<file path="src/rtl/ctl_ep_pkg.sv">
package ctl_ep_pkg;

  localparam int KIND_W = 3;
  localparam int RSP_W  = 2;
  localparam int NFLAG  = 4;

  localparam int F_TXRDY   = 0;
  localparam int F_TXDONE  = 1;
  localparam int F_RXSETUP = 2;
  localparam int F_RXOUT   = 3;

  typedef enum logic [KIND_W-1:0] {
    EV_SETUP = 3'd0,
    EV_IN    = 3'd1,
    EV_OUT   = 3'd2,
    EV_ACK   = 3'd3,
    EV_DATA  = 3'd4
  } ev_kind_e;

  typedef enum logic [RSP_W-1:0] {
    RP_ACK   = 2'd0,
    RP_NAK   = 2'd1,
    RP_DATA0 = 2'd2,
    RP_DATA1 = 2'd3
  } rsp_code_e;

  typedef enum logic [2:0] {
    ST_IDLE,
    ST_SETUP,
    ST_RD_DATA,
    ST_WR_DATA,
    ST_ST_ND,
    ST_ST_RD,
    ST_ST_WR
  } stage_e;

endpackage

</file>
<file path="src/rtl/ctl_ep_flags.sv">
module ctl_ep_flags #(
  parameter int N = 4
) (
  input  logic         clk_i,
  input  logic         rst_ni,
  input  logic [N-1:0] set_i,
  input  logic [N-1:0] clr_i,
  output logic [N-1:0] q_o
);

  for (genvar i = 0; i < N; i++) begin : g_flag
    always_ff @(posedge clk_i) begin
      if (!rst_ni)       q_o[i] <= 1'b0;
      else if (set_i[i]) q_o[i] <= 1'b1;
      else if (clr_i[i]) q_o[i] <= 1'b0;
    end

    // a set in the same cycle as a clear must leave the flag high
    a_r10_set_wins : assert property (@(posedge clk_i) disable iff (!rst_ni)
      set_i[i] |=> q_o[i]);
  end

endmodule

</file>
<file path="src/rtl/ctl_ep_rsp.sv">
module ctl_ep_rsp
  import ctl_ep_pkg::*;
(
  input  logic      clk_i,
  input  logic      rst_ni,
  input  logic      load_i,
  input  rsp_code_e code_i,
  input  logic      zlp_i,
  input  logic      ready_i,
  output logic      valid_o,
  output rsp_code_e code_o,
  output logic      zlp_o
);

  always_ff @(posedge clk_i) begin
    if (!rst_ni) begin
      valid_o <= 1'b0;
      code_o  <= RP_ACK;
      zlp_o   <= 1'b0;
    end else if (load_i) begin
      valid_o <= 1'b1;
      code_o  <= code_i;
      zlp_o   <= zlp_i;
    end else if (ready_i) begin
      valid_o <= 1'b0;
    end
  end

  // a stalled reply keeps its content
  a_r11_hold_reply : assert property (@(posedge clk_i) disable iff (!rst_ni)
    valid_o && !ready_i |=> valid_o && $stable(code_o) && $stable(zlp_o));

  // the sequencer never overwrites a pending reply
  a_r11_no_overrun : assert property (@(posedge clk_i) disable iff (!rst_ni)
    load_i |-> !valid_o);

endmodule

</file>
<file path="src/rtl/ctl_ep_seq.sv">
module ctl_ep_seq
  import ctl_ep_pkg::*;
(
  input  logic             clk_i,
  input  logic             rst_ni,
  input  logic             fire_i,
  input  ev_kind_e         kind_i,
  input  logic             pid1_i,
  input  logic             setup_rd_i,
  input  logic             setup_nolen_i,
  input  logic             tx_ready_i,
  input  logic             tx_done_i,
  input  logic             rx_out_i,
  input  logic             irq_en_i,
  output logic             rsp_load_o,
  output rsp_code_e        rsp_code_o,
  output logic             rsp_zlp_o,
  output logic [NFLAG-1:0] hw_set_o,
  output logic [NFLAG-1:0] hw_clr_o,
  output logic             dir_rd_o,
  output logic             irq_o
);

  stage_e st_q, st_d;
  logic   tog_q, tog_d;
  logic   wack_q, wack_d;
  logic   opend_q, opend_d;
  logic   dir_d, irq_d;

  function automatic rsp_code_e pid_of(input logic t);
    return t ? RP_DATA1 : RP_DATA0;
  endfunction

  always_comb begin
    st_d       = st_q;
    tog_d      = tog_q;
    wack_d     = wack_q;
    opend_d    = opend_q;
    dir_d      = dir_rd_o;
    irq_d      = 1'b0;
    rsp_load_o = 1'b0;
    rsp_code_o = RP_ACK;
    rsp_zlp_o  = 1'b0;
    hw_set_o   = '0;
    hw_clr_o   = '0;
    if (fire_i) begin
      case (kind_i)
        EV_SETUP: begin
          st_d    = ST_SETUP;
          tog_d   = 1'b0;
          wack_d  = 1'b0;
          opend_d = 1'b1;
        end
        EV_IN: begin
          wack_d  = 1'b0;
          opend_d = 1'b0;
          case (st_q)
            ST_RD_DATA: begin
              rsp_load_o = 1'b1;
              if (tx_ready_i) begin
                rsp_code_o = pid_of(tog_q);
                wack_d     = 1'b1;
              end else begin
                rsp_code_o = RP_NAK;
              end
            end
            ST_WR_DATA, ST_ST_WR, ST_ST_ND: begin
              if (st_q != ST_ST_ND) st_d = ST_ST_WR;
              rsp_load_o = 1'b1;
              rsp_code_o = RP_DATA1;
              rsp_zlp_o  = 1'b1;
              wack_d     = 1'b1;
            end
            default: ;
          endcase
        end
        EV_OUT: begin
          wack_d = 1'b0;
          case (st_q)
            ST_RD_DATA: begin
              st_d    = ST_ST_RD;
              opend_d = 1'b1;
            end
            ST_WR_DATA, ST_ST_RD: opend_d = 1'b1;
            default:              opend_d = 1'b0;
          endcase
        end
        EV_ACK: begin
          if (wack_q) begin
            wack_d = 1'b0;
            case (st_q)
              ST_RD_DATA: begin
                hw_clr_o[F_TXRDY]  = 1'b1;
                hw_set_o[F_TXDONE] = 1'b1;
                tog_d              = ~tog_q;
                irq_d              = irq_en_i;
              end
              ST_ST_WR, ST_ST_ND: begin
                hw_set_o[F_TXDONE] = 1'b1;
                irq_d              = irq_en_i;
                st_d               = ST_IDLE;
              end
              default: ;
            endcase
          end
        end
        EV_DATA: begin
          if (opend_q) begin
            opend_d = 1'b0;
            case (st_q)
              ST_SETUP: begin
                rsp_load_o          = 1'b1;
                hw_set_o[F_RXSETUP] = 1'b1;
                dir_d               = setup_rd_i;
                tog_d               = 1'b1;
                if (setup_nolen_i)   st_d = ST_ST_ND;
                else if (setup_rd_i) st_d = ST_RD_DATA;
                else                 st_d = ST_WR_DATA;
              end
              ST_WR_DATA: begin
                rsp_load_o = 1'b1;
                if (rx_out_i) begin
                  rsp_code_o = RP_NAK;
                end else if (pid1_i == tog_q) begin
                  hw_set_o[F_RXOUT] = 1'b1;
                  tog_d             = ~tog_q;
                end
              end
              ST_ST_RD: begin
                rsp_load_o = 1'b1;
                if (tx_done_i) rsp_code_o = RP_NAK;
                else           st_d       = ST_IDLE;
              end
              default: ;
            endcase
          end
        end
        default: ;
      endcase
    end
  end

  always_ff @(posedge clk_i) begin
    if (!rst_ni) begin
      st_q     <= ST_IDLE;
      tog_q    <= 1'b0;
      wack_q   <= 1'b0;
      opend_q  <= 1'b0;
      dir_rd_o <= 1'b0;
      irq_o    <= 1'b0;
    end else begin
      st_q     <= st_d;
      tog_q    <= tog_d;
      wack_q   <= wack_d;
      opend_q  <= opend_d;
      dir_rd_o <= dir_d;
      irq_o    <= irq_d;
    end
  end

  // any accepted SETUP token leaves the sequencer in the setup stage
  a_r2_setup_restart : assert property (@(posedge clk_i) disable iff (!rst_ni)
    fire_i && kind_i == EV_SETUP |=> st_q == ST_SETUP && !tog_q);

endmodule

</file>
<file path="src/rtl/ctl_ep_handshake.sv">
module ctl_ep_handshake
  import ctl_ep_pkg::*;
(
  input  logic       clk,
  input  logic       rst_n,
  input  logic       evt_valid,
  output logic       evt_ready,
  input  logic [2:0] evt_kind,
  input  logic       evt_pid1,
  input  logic       evt_setup_rd,
  input  logic       evt_setup_nolen,
  output logic       rsp_valid,
  input  logic       rsp_ready,
  output logic [1:0] rsp_code,
  output logic       rsp_zlp,
  input  logic       fw_set_tx_ready,
  input  logic       fw_clr_tx_done,
  input  logic       fw_clr_rx_setup,
  input  logic       fw_clr_rx_out,
  input  logic       irq_en,
  output logic       tx_ready,
  output logic       tx_done,
  output logic       rx_setup,
  output logic       rx_out,
  output logic       dir_rd,
  output logic       irq
);

  logic             fire;
  logic             ld;
  rsp_code_e        ld_code, q_code;
  logic             ld_zlp;
  logic [NFLAG-1:0] hw_set, hw_clr, fw_set, fw_clr, flags;

  assign evt_ready = !rsp_valid;
  assign fire      = evt_valid && evt_ready;

  assign fw_set = {{(NFLAG-1){1'b0}}, fw_set_tx_ready};
  assign fw_clr = {fw_clr_rx_out, fw_clr_rx_setup, fw_clr_tx_done, 1'b0};

  ctl_ep_seq u_seq (
    .clk_i        (clk),
    .rst_ni       (rst_n),
    .fire_i       (fire),
    .kind_i       (ev_kind_e'(evt_kind)),
    .pid1_i       (evt_pid1),
    .setup_rd_i   (evt_setup_rd),
    .setup_nolen_i(evt_setup_nolen),
    .tx_ready_i   (flags[F_TXRDY]),
    .tx_done_i    (flags[F_TXDONE]),
    .rx_out_i     (flags[F_RXOUT]),
    .irq_en_i     (irq_en),
    .rsp_load_o   (ld),
    .rsp_code_o   (ld_code),
    .rsp_zlp_o    (ld_zlp),
    .hw_set_o     (hw_set),
    .hw_clr_o     (hw_clr),
    .dir_rd_o     (dir_rd),
    .irq_o        (irq)
  );

  ctl_ep_flags #(.N(NFLAG)) u_flags (
    .clk_i (clk),
    .rst_ni(rst_n),
    .set_i (hw_set | fw_set),
    .clr_i (hw_clr | fw_clr),
    .q_o   (flags)
  );

  ctl_ep_rsp u_rsp (
    .clk_i  (clk),
    .rst_ni (rst_n),
    .load_i (ld),
    .code_i (ld_code),
    .zlp_i  (ld_zlp),
    .ready_i(rsp_ready),
    .valid_o(rsp_valid),
    .code_o (q_code),
    .zlp_o  (rsp_zlp)
  );

  assign rsp_code = q_code;
  assign tx_ready = flags[F_TXRDY];
  assign tx_done  = flags[F_TXDONE];
  assign rx_setup = flags[F_RXSETUP];
  assign rx_out   = flags[F_RXOUT];

  // a payload-carrying DATA reply only when a packet was ready
  a_r4_data_needs_ready : assert property (@(posedge clk) disable iff (!rst_n)
    $rose(rsp_valid) && !rsp_zlp && (rsp_code == RP_DATA0 || rsp_code == RP_DATA1)
      |-> $past(tx_ready));

  // the completion pulse coincides with transmit-done being set
  a_r9_irq_with_done : assert property (@(posedge clk) disable iff (!rst_n)
    irq |-> tx_done);

  // a SETUP token never produces a reply
  a_r2_setup_silent : assert property (@(posedge clk) disable iff (!rst_n)
    fire && evt_kind == 3'd0 |=> !rsp_valid);

endmodule

</file>
<file path="config.mk">
export PLATFORM = sky130hd
export DESIGN_NAME = ctl_ep_handshake
export DESIGN_NICKNAME = d
export VERILOG_FILES = /design/src/rtl/ctl_ep_pkg.sv /design/src/rtl/ctl_ep_flags.sv /design/src/rtl/ctl_ep_rsp.sv /design/src/rtl/ctl_ep_seq.sv /design/src/rtl/ctl_ep_handshake.sv
export SDC_FILE = /design/constraint.sdc
export NUM_CORES = 1
export LEC_CHECK = 0
export ABC_AREA = 1
export BUFFER_PORTS_ARGS = -buffer_cell sky130_fd_sc_hd__buf_2
export CAP_MARGIN = 20
export CORE_MARGIN = 5
export CORE_UTILIZATION = 45
export CTS_BUF_LIST = sky130_fd_sc_hd__clkbuf_8
export DETAILED_ROUTE_END_ITERATION = 7
export GPL_TIMING_DRIVEN = 0
export PLACE_DENSITY_LB_ADDON = 0.15
export SETUP_SLACK_MARGIN = 0.2
export SYNTH_ARGS = -nofsm -noshare
export SYNTH_HDL_FRONTEND = slang
export SYNTH_HIERARCHICAL = 1
export SYNTH_SLANG_ARGS = --single-unit
export TNS_END_PERCENT = 10
</file>
<file path="constraint.sdc">
create_clock -name clk -period 3.2 [get_ports clk]
set_input_delay 0.96 -clock clk [delete_from_list [all_inputs] [get_ports clk]]
set_output_delay 0.96 -clock clk [all_outputs]
set_load 0.005 [all_outputs]
</file>
==> Word-level counts from Yosys, hierarchy flattened <==
Cells that the tools add are included.
{ "classes": {"n_eq_ne": 24, "muxes": 64, "bitwise": 3, "n_reduce_logical": 26} }
{ "ops": {"columns": ["op", "count"], "rows": [
  ["$mux W1", 39],
  ["$mux W3", 9],
  ["$pmux W3 S5", 1],
  ["$reduce_or A3 Y1", 5],
  ["$eq A3 B2 Y1 const B", 4],
  ["$eq A3 B3 Y1 const B", 4],
  ["$ne A3 B3 Y1 const B", 4],
  ["$pmux W2 S2", 3],
  ["$reduce_bool A2 Y1", 6],
  ["$mux W2", 5],
  ["$ne A2 B1 Y1 const B", 5],
  ["$reduce_and A10 Y1", 1],
  ["$pmux W1 S2", 4],
  ["$reduce_and A8 Y1", 1],
  ["$eq A3 B1 Y1 const B", 2],
  ["$ne A3 B2 Y1 const B", 2],
  ["$pmux W1 S3", 2],
  ["$pmux W3 S2", 1],
  ["$reduce_bool A3 Y1", 2],
  ["$reduce_and A5 Y1", 1],
  ["$reduce_bool A5 Y1", 1],
  ["$ne A2 B2 Y1 const B", 2],
  ["$or A1 B4 Y4", 1],
  ["$or A4 B1 Y4", 1],
  ["9 further kinds", 11]
]} }
{ "word_totals": {"reg_bits": 16, "out_inout_bits": 11} }

==> Longest topological paths before layout <==
Gate-level depths: netlist of run 1.
{ "depth": {"word_depth": 9, "mapped_depth": 10, "mapped_depth_nobuf": 10} }

==> Hierarchy <==
Netlist of run 1, hierarchy kept.
{ "by_module_without_submodules": {"columns": ["module", "instances", "cells_each", "area_per_inst_um2", "seq_area_each_um2"], "rows": [
  ["ctl_ep_seq", 1, 148, 799.5, 160.2],
  ["ctl_ep_flags", 1, 21, 148.9, 80.1],
  ["ctl_ep_rsp", 1, 18, 141.4, 80.1],
  ["ctl_ep_handshake", 1, 15, 58.8, 0.0]
]} }

==> Least setup slack after synthesis of run 1 <==
Ideal clock, no wire load.
{ "synth_path": {"path_type": "input-to-reg", "from": "input port evt_kind[1]", "to": "register u_rsp.zlp_o", "setup_ps": 116, "t_arrival_ps": 1905, "t_required_ps": 3084, "path_slack_ps": 1179, "path_stages": 8, "path_buffers": 0, "cell_sequence": "inv_1 -> nand2_1 -> nor2_4 -> nand3_1 -> o21ai_0 -> inv_2 -> nor2_1 -> nor2_1"} }
{ "synth_via": {"elab_chain_cells": 3, "word_cells_on_any_way": 6} }
{ "synth_rtl": {"columns": ["item", "line_no", "source"], "rows": [
  ["start: declaration", "ctl_ep_handshake.sv:8", "input logic [2:0] evt_kind,"],
  ["$eq A3 B3 Y1 / $eq A3 B1 Y1 (equally long branches)", "ctl_ep_seq.sv:47", "case (kind_i)"],
  ["$pmux W1 S2 (*)", "ctl_ep_seq.sv:47", null],
  ["$mux W1 (*)", "ctl_ep_seq.sv:46", "if (fire_i) begin"],
  ["net ld", "ctl_ep_handshake.sv:30", "logic ld;"],
  ["end signal: assignment", "ctl_ep_rsp.sv:23", "zlp_o <= zlp_i;"],
  ["end: declaration", "ctl_ep_rsp.sv:12", "output logic zlp_o"]
]} }
Mark *: on every way through the listed nets, which the timed path passes. The rest lies on a longest branch.
A chain may end at the register's enable or synchronous reset.

==> Worst setup path after layout of run 1 <==
Ends and elaborated chain as after synthesis.

==> results by group, run 1 <==
Outcome
  • Outcome: finished, final reports clean

Critical path
  • Crit-path max cell delay: roughly 0.47 ns
  • CP startpoint kind: primary input
  • Critical Path RT: 3.34 ns
  • Critical-path cell list: buf_2 > inv_1 > nand2_1 > nor2_4 > nand3_1 > o21ai_0 > inv_2 > nor2_1 > nor2_1
  • Crit path DAT: between 2 and 2.5 ns
  • R2R Setup Slk: ~1.6 ns
  • Cell mode on critical path: nor2_1
  • Crit Path Class: in -> reg
  • CP max FO: 7
  • CP Capture Type: flip-flop
  • Highest-delay cell along the critical path: o21ai_0

Floorplanning
  • Initial Util: 46.8%
  • Row count: 18
  • Core area: 2450 um2
  • IO Count: 26
  • Chip Width: around 61 um
  • Die Ht: about 61 um
  • Die ar.: around 3700 um2

Place
  • IO Port Bufs: 25
  • Gp weighted congestion: just under 0.9
  • Final HPWL DP: about 2100 um
  • Placed inst area: 1320 um2

CTS
  • Worst skew pair latency: 0.25 ns
  • Clock Tree Root: clkbuf_8
  • CTS hold repair buffers: 0
  • Total clock sinks: 16
  • H-tree levels: 1
  • Clock buffer depth: 2
  • TritonCTS clock tree: yes
  • CTS buffer count: 3
  • # resized after CTS: 0
  • Worst-path clk slew: about 0.06 ns
  • Post-CTS Setup Bufs: 0

Routing
  • Vias: 1251
  • Drt pass-1 iters: 5
  • DRT Wirelength: between 2000 and 3000 um
  • DR WL/cell: 9.97 um
  • DR vias/cell: 4.76
  • ANT nets after route: 0
  • DRC Markers: 0
  • Detailed Route Iter0 Violations: 67

Timing
  • Final Hold Fails: 0
  • Slew headroom: between 60% and 70%
  • Achievable Freq: roughly 450 MHz
  • Crit share post-route: between 60% and 70%
  • Setup repair after global routing missed its margin: no
  • Period minus WS final: about 2.2 ns
  • Setup TNS: 0 ns
  • Slew Viols, Final: 0
  • Setup-failing EPs final: 0
  • Clock Skew: 0.00242 ns
  • Actual slew at the worst max-slew pin: ~0.49 ns

Finish
  • Layout Nets: 250
  • Layout cells sized above 1: 20.6%
  • Inserted Diodes: 0
  • Area Growth Syn to Fin: 18.7%
  • Post-Layout Inst Area: between 1000 and 1500 um2

Power and ir drop
  • Psw: around 130 uW
  • Clock power share: 32.6%
  • Internal Power: approximately 330 uW
  • Switching Share: ~29%
  • Lkg Pwr: 0.000749 uW
  • Pwr Density: about 340 nW/um2
  • Worst vdd ir: 0.257 mV
  • Combinational share of power: between 20% and 30%
  • Seq pwr share: approximately 46%

Synth
  • Post-synth top cells: 44 x nand2_1, 39 x inv_1, 32 x nor2_1, 16 x dfxtp_1
  • Number of synthesized flops with an enable pin: 0
  • Yosys cell types: 22
  • Ys flop type: dfxtp_1
  • Synth top area cells: dfxtp_1 28%, nand2_1 14%, inv_1 13%
  • Synthesized cell area: 1150 um2
  • Top-count cell post-synth: nand2_1
  • Synth Area per Inst: around 5.7 um2
  • Sequential area share after synthesis: 27.9%
  • FFs w/ async S/R, synth: 0%
  • Ys Warns: 6
  • Flip-flop and latch count after synthesis: 16
  • Cell taking the most area after synthesis: dfxtp_1
  • Mapped Cells: 202
  • Synth top area share: between 20% and 30%

Global routing
  • Largest net degree at the start of global routing: 13
  • First-pass GRT wire length: about 4600 um
  • GR Overflow Total: 0
  • Total GRT Usage: 16.7%
  • Initial antenna violation count: 0
  • Number of global-route vias before repair: around 1100

Flow run
  • Max-cap violations: 0

Min path
  • Worst min path class: reg -> reg
## routing by layer
| metal | wire length [um] | share of wire, % | track usage, % | up-vias |
|---|---|---|---|---|
| li1 | - | - | - | 679 |
| met1 | 1290 | 49 | 23.2 | 536 |
| met2 | 1110 | 42 | 25.5 | 29 |
| met3 | 160 | 6.1 | 2.55 | 7 |
| met4 | 58 | 2.2 | 7.43 | 0 |
| met5 | 0 | 0 | 0 | - |
## power by group through the flow
stage | clock, uW | sequential, uW | combinational, uW
2_1_floorplan | 0 | 216 | 68.9
3_3_place_gp | 0 | 217 | 94.9
3_5_place_dp | 0 | 217 | 95.7
4_1_cts | 153 | 212 | 96.6
5_1_grt | 165 | 214 | 113
6_report | 150 | 213 | 97.0
## critical path: cells and delay by family
kind	cells	cell delay, ns
buffers and inverters	3	0.30
AO/OA/AOI/OAI	1	0.47
AND/OR/NAND/NOR	5	0.64
## layout by cell type (no fill, tap or decap), drive strengths merged
cell type	count
clkbuf	3
nor3	4
o22ai	1
nor4	1
a21oi	12
nor2	39
nand2	46
nand3b	2
conb	4
a31oi	1
and2	1
inv	43
nand3	14
buf	30
dfxtp	16
o21ai	16
## per-stage QoR
step	power, uW	hold WS, ns	setup slack [ns]	std cells	util, %
6_report	460	0.459	0.969	263	55.6
5_1_grt	492	0.486	0.830	263	55.6
4_1_cts	462	0.468	0.970	263	55.6
3_5_place_dp	313	0.455	0.700	260	53.9
3_3_place_gp	312	0.453	0.761	260	53.9
2_1_floorplan	284	0.448	1.18	205	-
## sequential cells by signal, summed over array words and instances, names as in the netlist
signal and count:
u_seq/dir_rd_o 1, u_seq/opend_q 1, u_seq/wack_q 1, u_rsp/zlp_o 1, u_flags/q_o 4, u_rsp/code_o 2
u_seq/irq_o 1, u_seq/st_q 3, u_rsp/valid_o 1, u_seq/tog_q 1
## kinds of logic after synthesis
group / Yosys count / synth area share (%)
AOI/OAI and AO/OA: 30 / 13.6
buffers and inverters: 48 / 17.3
DFF: 16 / 27.9
other: 1 / 0.326
and+or+nand+nor: 107 / 40.9
## final timing paths
path | from | to | cells after the start
max | evt_kind[1] | u_rsp/zlp_o$_SDFFE_PN0P_ | 9
min reg2reg | u_flags/q_o[2]$_SDFFE_PN0P_ | u_flags/q_o[2]$_SDFFE_PN0P_ | 2
max reg2reg | u_rsp/valid_o$_SDFFE_PN0P_ | u_rsp/zlp_o$_SDFFE_PN0P_ | 6
min | u_flags/q_o[2]$_SDFFE_PN0P_ | u_flags/q_o[2]$_SDFFE_PN0P_ | 2
## layout make-up
cell class	count	area, um2
Fill cell	290	1090
Multi-Input combinational cell	141	641
Sequential cell	16	320
Inverter	43	161
Timing Repair Buffer	25	125
Clock buffer	3	41.3
Buffer	5	37.5
Tap cell	30	37.5
(Power assumes the default switching activity.)
==> run 2: changes to the inputs <==
Settings changed: ABC_AREA 1 to 0.
Clock period 3.2 ns to 2 ns, I/O delays scaled along.
==> results by group, run 2 <==
Synth
  • Post-synth top cells: 16 x dfxtp_1, 12 x nand2_1, 10 x nor2_1, 10 x nor2b_1, 8 x a21oi_1
  • Synth Area per Inst: 8.16 um2 (+44%)
  • Cell taking the most area after synthesis: dfxtp_1
  • Yosys cell types: 46 (+110%)
  • Top-count cell post-synth: dfxtp_1
  • Mapped Cells: 138 (-32%)
  • Sequential area share after synthesis: 28.4% (+0.56 points)
  • Synth top area cells: dfxtp_1 28%, mux2i_1 6.2%, nor2b_1 5.6%
  • Synth top area share: 28.4% (+0.56 points)
  • FFs w/ async S/R, synth: 0% (unchanged)
  • Number of synthesized flops with an enable pin: 0 (unchanged)
  • Flip-flop and latch count after synthesis: 16 (unchanged)
  • Synthesized cell area: 1130 um2 (-2.0%)
  • Ys flop type: dfxtp_1
  • Ys Warns: 6 (unchanged)

CTS
  • TritonCTS clock tree: yes
  • Worst skew pair latency: 0.25 ns (about the same)
  • Worst-path clk slew: 0.07 ns (about the same)
  • CTS buffer count: 3 (unchanged)
  • Total clock sinks: 16 (unchanged)
  • H-tree levels: 1 (unchanged)
  • Clock Tree Root: clkbuf_8
  • Clock buffer depth: 2 (unchanged)

Global routing
  • Largest net degree at the start of global routing: 11 (-2)
  • Initial antenna violation count: 0 (unchanged)
  • GR Overflow Total: 0 (unchanged)
  • Total GRT Usage: 16.1% (-0.60 points)
  • Number of global-route vias before repair: 1031 (-6.9%)
  • First-pass GRT wire length: 4430 um (-4.5%)

Finish
  • Commonest non-fill, non-tap cell in the layout: buf_2
  • Area Growth Syn to Fin: 27.7%
  • Area of the multi-input gates: 786 um2 (+23%)
  • Reg area: 322 um2 (+0.39%)
  • Layout Nets: 189 (-24%)
  • Largest Register: u_flags/q_o
  • Inserted Diodes: 0 (unchanged)
  • Layout cells sized above 1: 35.3% (+15 points)
  • Max reg flops: 4 (unchanged)
  • Biggest regs: u_flags/q_o x4, u_seq/st_q x3, u_rsp/code_o x2
  • FILL cells: 236 (-19%)
  • Most frequent cells in the layout: 27 x buf_2, 15 x dfxtp_1, 12 x nand2_1

Routing
  • DRT Wirelength: 2790 um (+6.3%)
  • Vias: 1097 (-12%)
  • DRC Markers: 0 (unchanged)
  • DR vias/cell: 5.40 (+14%)
  • ANT nets after route: 0 (unchanged)
  • DR WL/cell: 13.7 um (+38%)
  • Drt pass-1 iters: 4 (-1)
  • Detailed Route Iter0 Violations: 29 (-57%)

Floorplanning
  • Chip Width: 60.0 um (-0.82%)
  • Die ar.: 3600 um2 (-1.6%)
  • Die Ht: 60.0 um (-0.82%)
  • Initial Util: 46.3% (-0.49 points)
  • IO Count: 26 (unchanged)
  • Core area: 2430 um2 (-0.92%)
  • Row count: 18 (unchanged)

Timing
  • Achievable Freq: approximately 550 MHz
  • Worst Hold Slack: 0.516 ns (+0.0570 ns)
  • Clock Skew: 0.00594 ns (+0.00352 ns)
  • Final WS setup: 0.176 ns (-0.793 ns)
  • Final Hold Fails: 0 (unchanged)
  • Setup TNS: 0 ns (unchanged)
  • Crit share post-route: 91.2%
  • Period minus WS final: ~1.8 ns
  • Slew Viols, Final: 0 (unchanged)
  • Setup repair after global routing missed its margin: yes
  • Setup-failing EPs final: 0 (unchanged)

Power and ir drop
  • Final Power: 733 uW (+59%)
  • Worst vdd ir: 0.512 mV (+99%)
  • Psw: 180 uW (+35%)
  • Combinational share of power: 16.3% (-4.8 points)
  • Clock power share: 39.0% (+6.4 points)
  • Seq pwr share: 44.8% (-1.4 points)
  • Switching Share: 24.6% (-4.5 points)
  • Internal Power: 553 uW (+70%)
  • Pwr Density: 510 nW/um2 (+51%)
  • Lkg Pwr: 0.000593 uW (-21%)

Critical path
  • CP max FO: 10 (+3)
  • CP Capture Type: flip-flop
  • Crit path DAT: 2.00 ns (-0.37 ns)
  • Cell mode on critical path: buf_2
  • CP startpoint kind: primary input
  • Worst r2r src: u_seq/st_q[2]$_SDFFE_PN0P_
  • Critical Path RT: 2.18 ns (-1.16 ns)
  • Critical-path cell list: buf_2 > buf_2 > nor4b_2 > a311oi_4 > o21ai_2 > or3_1 > a21boi_1
  • Crit Path Class: in -> reg
  • Crit-path max cell delay: 0.36 ns (-0.11 ns)
  • CP Buf/Inv Count: 2 (-1)
  • CP top delay family: compound AO/OA/AOI/OAI gates
  • CP startpoint: evt_kind[2]
  • Highest-delay cell along the critical path: or3_1

Place
  • Final HPWL DP: 2020 um (-3.7%)
  • Gp weighted congestion: 0.908 (+4.9%)
  • IO Port Bufs: 25 (unchanged)
  • Worst slack, placed: -0.325 ns (-1.02 ns)

Min path
  • Hold Path Origin: u_rsp/code_o[0]$_SDFFE_PN0P_
  • Worst min path class: reg -> reg

Flow run
  • Max-cap violations: 0 (unchanged)

Outcome
  • Outcome: finished, final reports clean
## run 2: worst reg2reg max path: cells and delay by family (launching register included)
family,cells,cell delay (ns)
DFF,1,0.37
and+or+nand+nor,1,0.39
AOI/OAI and AO/OA,4,0.88
## run 2: cell type report
cell class / count / area share (%)
buffer: 11 / 4.70
clock buffer: 4 / 3.83
inverter: 6 / 1.57
multi-input combinational: 108 / 54.7
sequential: 16 / 22.4
tap: 30 / 2.61
timing repair buffer: 28 / 10.3
## run 2: power groups by stage
stage / Sequential [uW] / Clock (uW) / Combinational, uW
2_1_floorplan: 333 / 0 / 72.2
3_3_place_gp: 334 / 0 / 101
3_5_place_dp: 334 / 0 / 104
4_1_cts: 327 / 295 / 107
5_1_grt: 328 / 307 / 130
6_report: 328 / 285 / 119
## run 2: metrics by stage
step	std cells	utilization [%]	instance area, um2
after floorplan	141	-	1140
after global placement	196	53.4	1300
after detailed placement	196	53.4	1300
after CTS	201	56.5	1380
after global routing	203	59.1	1440
final	203	59.1	1440
## run 2: final timing paths
check	slack (ns)	cells after the start	to
hold reg to reg	0.52	2	u_rsp/code_o[0]$_SDFFE_PN0P_
setup reg to reg	0.27	5	u_seq/st_q[0]$_SDFFE_PN0P_
hold / removal	0.52	2	u_rsp/code_o[0]$_SDFFE_PN0P_
setup / recovery	0.18	7	u_seq/tog_q$_SDFFE_PN0P_
## run 2: what timing repair did
action,CTS,global route
setup endpoints to repair,9,12
hold buffers,0,0
pin swaps,2,3
endpoints found under the hold margin,0,0
gates resized for setup,4,15
buffers inserted,1,2
## run 2: kinds of logic after synthesis
family,count (synthesis),synth area share [%]
AOI/OAI and AO/OA,34,22.2
xor gates and xnor gates,2,1.56
and+or+nand+nor,61,33.8
DFF,16,28.4
muxes,7,6.22
buffers and inverters,17,7.44
other,1,0.333
## run 2: metal layers
metal  up-vias  track usage, %  wire length [um]
li1        547               -                 -
met1       503            20.6              1170
met2        43            26.1              1390
met4         0            5.70                25
met3         4            3.67               201
met5         -               0                 0
==> run 3: changes to the inputs <==
Settings changed: CTS_CLUSTER_SIZE from default to 40, GPL_ROUTABILITY_DRIVEN from default to 0.
Clock period 2 ns to 1.83 ns, I/O delays scaled along.
==> results by group, run 3 (synthesized netlist as in run 2, its figures left out) <==
Global routing
  • Initial antenna violation count: 0 (unchanged)
  • Total GRT Usage: 16.2% (+0.18 points)
  • GR Overflow Total: 0 (unchanged)
  • Largest net degree at the start of global routing: 11 (unchanged)
  • First-pass GRT wire length: 4490 um (+1.4%)
  • Number of global-route vias before repair: 1034 (+0.29%)

Power and ir drop
  • Pwr Density: 552 nW/um2 (+8.4%)
  • Worst vdd ir: 0.560 mV (+9.4%)
  • Lkg Pwr: 0.000601 uW (+1.4%)
  • Final Power: 802 uW (+9.5%)

Routing
  • DRT Wirelength: 2770 um (-0.68%)
  • ANT nets after route: 0 (unchanged)
  • Vias: 1104 (+0.64%)
  • Detailed Route Iter0 Violations: 49 (+69%)
  • DRC Markers: 0 (unchanged)
  • DR WL/cell: 13.5 um (-1.7%)
  • DR vias/cell: 5.39 (-0.34%)
  • Drt pass-1 iters: 4 (unchanged)

Timing
  • Final WS setup: 0.135 ns (-0.0402 ns)
  • Final Hold Fails: 0 (unchanged)
  • Setup repair after global routing missed its margin: yes
  • Setup TNS: 0 ns (unchanged)
  • Achievable Freq: about 600 MHz
  • Slew Viols, Final: 0 (unchanged)
  • Clock Skew: 0.00533 ns (-0.000613 ns)
  • Setup-failing EPs final: 0 (unchanged)
  • Period minus WS final: approximately 1.7 ns
  • Crit share post-route: a little over 90%

Critical path
  • Critical Path RT: 2.01 ns (-0.17 ns)
  • Critical-path cell list: buf_2 > buf_4 > nor4b_2 > a311oi_4 > o21ai_1 > or3_1 > a21boi_1
  • CP Buf/Inv Count: 2 (unchanged)
  • CP Capture Type: flip-flop
  • CP top delay family: simple AND/OR/NAND/NOR gates
  • Highest-delay cell along the critical path: or3_1
  • Crit-path max cell delay: 0.36 ns (about the same)
  • CP startpoint kind: primary input
  • CP max FO: 10 (unchanged)
  • Crit Path Class: in -> reg
  • Crit path DAT: 1.87 ns (-0.13 ns)

Finish
  • Most frequent cells in the layout: 26 x buf_2, 14 x dfxtp_1, 12 x buf_4, 12 x nand2_1, 9 x nor2b_1
  • Largest Register: u_flags/q_o
  • Inserted Diodes: 0 (unchanged)
  • Commonest non-fill, non-tap cell in the layout: buf_2
  • Biggest regs: u_flags/q_o x4, u_seq/st_q x3, u_rsp/code_o x2
  • Layout Nets: 191 (+1.1%)
  • Layout cells sized above 1: 35.4% (+0.17 points)
  • Area Growth Syn to Fin: 29.0%
  • Max reg flops: 4 (unchanged)

Floorplanning
  • Die ar.: 3600 um2 (unchanged)
  • Core area: 2430 um2 (unchanged)
  • Die Ht: 60.0 um (unchanged)
  • Chip Width: 60.0 um (unchanged)
  • Initial Util: 46.3% (unchanged)
  • IO Count: 26 (unchanged)
  • Row count: 18 (unchanged)

CTS
  • TritonCTS clock tree: yes
  • Worst-path clk slew: 0.07 ns (about the same)
  • CTS hold repair buffers: 0 (unchanged)
  • Clock buffer depth: 2 (unchanged)
  • Worst skew pair latency: 0.25 ns (about the same)
  • Clock Tree Root: clkbuf_8
  • H-tree levels: 1 (unchanged)
  • CTS buffer count: 3 (unchanged)
  • Total clock sinks: 16 (unchanged)

Min path
  • Worst min path class: reg -> reg

Outcome
  • Outcome: finished, final reports clean

Place
  • Final HPWL DP: 2020 um (unchanged)
  • Worst slack, placed: -0.444 ns (-0.119 ns)
  • IO Port Bufs: 25 (unchanged)

Flow run
  • Max-cap violations: 0 (unchanged)
## run 3: area by class of cell
class | instances | area, um2
Buffer | 11 | 70.1
Fill cell | 230 | 980
Sequential cell | 16 | 323
Multi-Input combinational cell | 108 | 782
Clock buffer | 4 | 55.1
Inverter | 6 | 22.5
Tap cell | 30 | 37.5
Timing Repair Buffer | 30 | 163
## run 3: worst register-to-register path: cells and delay by family, from the launching register on
kind                   cells  cell delay [ns]
DFF                        1             0.36
AOI/OAI and AO/OA          2             0.48
buffers and inverters      1             0.15
muxes                      1             0.11
and+or+nand+nor            2             0.44
## run 3: repair_timing
item	CTS	global route
cloned	0	0
endpoints found under the setup margin	14	12
pin swaps	4	0
resized for setup	16	2
buffers inserted	5	0
## run 3: worst paths after layout
| path | endpoint | depth (start not counted) | slack (ns) | start |
|---|---|---|---|---|
| worst max-delay path | u_seq/tog_q$_SDFFE_PN0P_ | 7 | 0.14 | evt_kind[2] |
| worst min-delay path | u_rsp/code_o[0]$_SDFFE_PN0P_ | 2 | 0.52 | u_rsp/code_o[0]$_SDFFE_PN0P_ |
| worst max register to register | u_seq/st_q[2]$_SDFFE_PN0P_ | 6 | 0.18 | u_seq/st_q[2]$_SDFFE_PN0P_ |
| worst min register to register | u_rsp/code_o[0]$_SDFFE_PN0P_ | 2 | 0.52 | u_rsp/code_o[0]$_SDFFE_PN0P_ |
## run 3: per-layer routing
| layer | track usage, % | up-vias | part of all wire [%] |
|---|---|---|---|
| li1 | - | 549 | - |
| met1 | 21.4 | 505 | 44 |
| met2 | 26.1 | 46 | 48 |
| met3 | 3.89 | 4 | 7.3 |
| met4 | 4.75 | 0 | 0.65 |
| met5 | 0 | - | 0 |
## run 3: where the power goes
| group | leakage [uW] | switching (uW) | internal (uW) | total, uW |
|---|---|---|---|---|
| registers | 0.000130 | 5.50 | 353 | 358 |
| clock network | 0.0000288 | 120 | 191 | 311 |
| logic | 0.000442 | 68.6 | 64.4 | 133 |
| total | 0.000601 | 194 | 608 | 802 |
## run 3: through the flow
step	area, um2	std cells	hold slack [ns]	util, %
3_3_place_gp	1300	196	0.497	53.4
5_1_grt	1450	205	0.543	59.7
3_5_place_dp	1300	196	0.504	53.4
2_1_floorplan	1140	141	0.486	-
4_1_cts	1440	205	0.523	59.2
6_report	1450	205	0.516	59.7
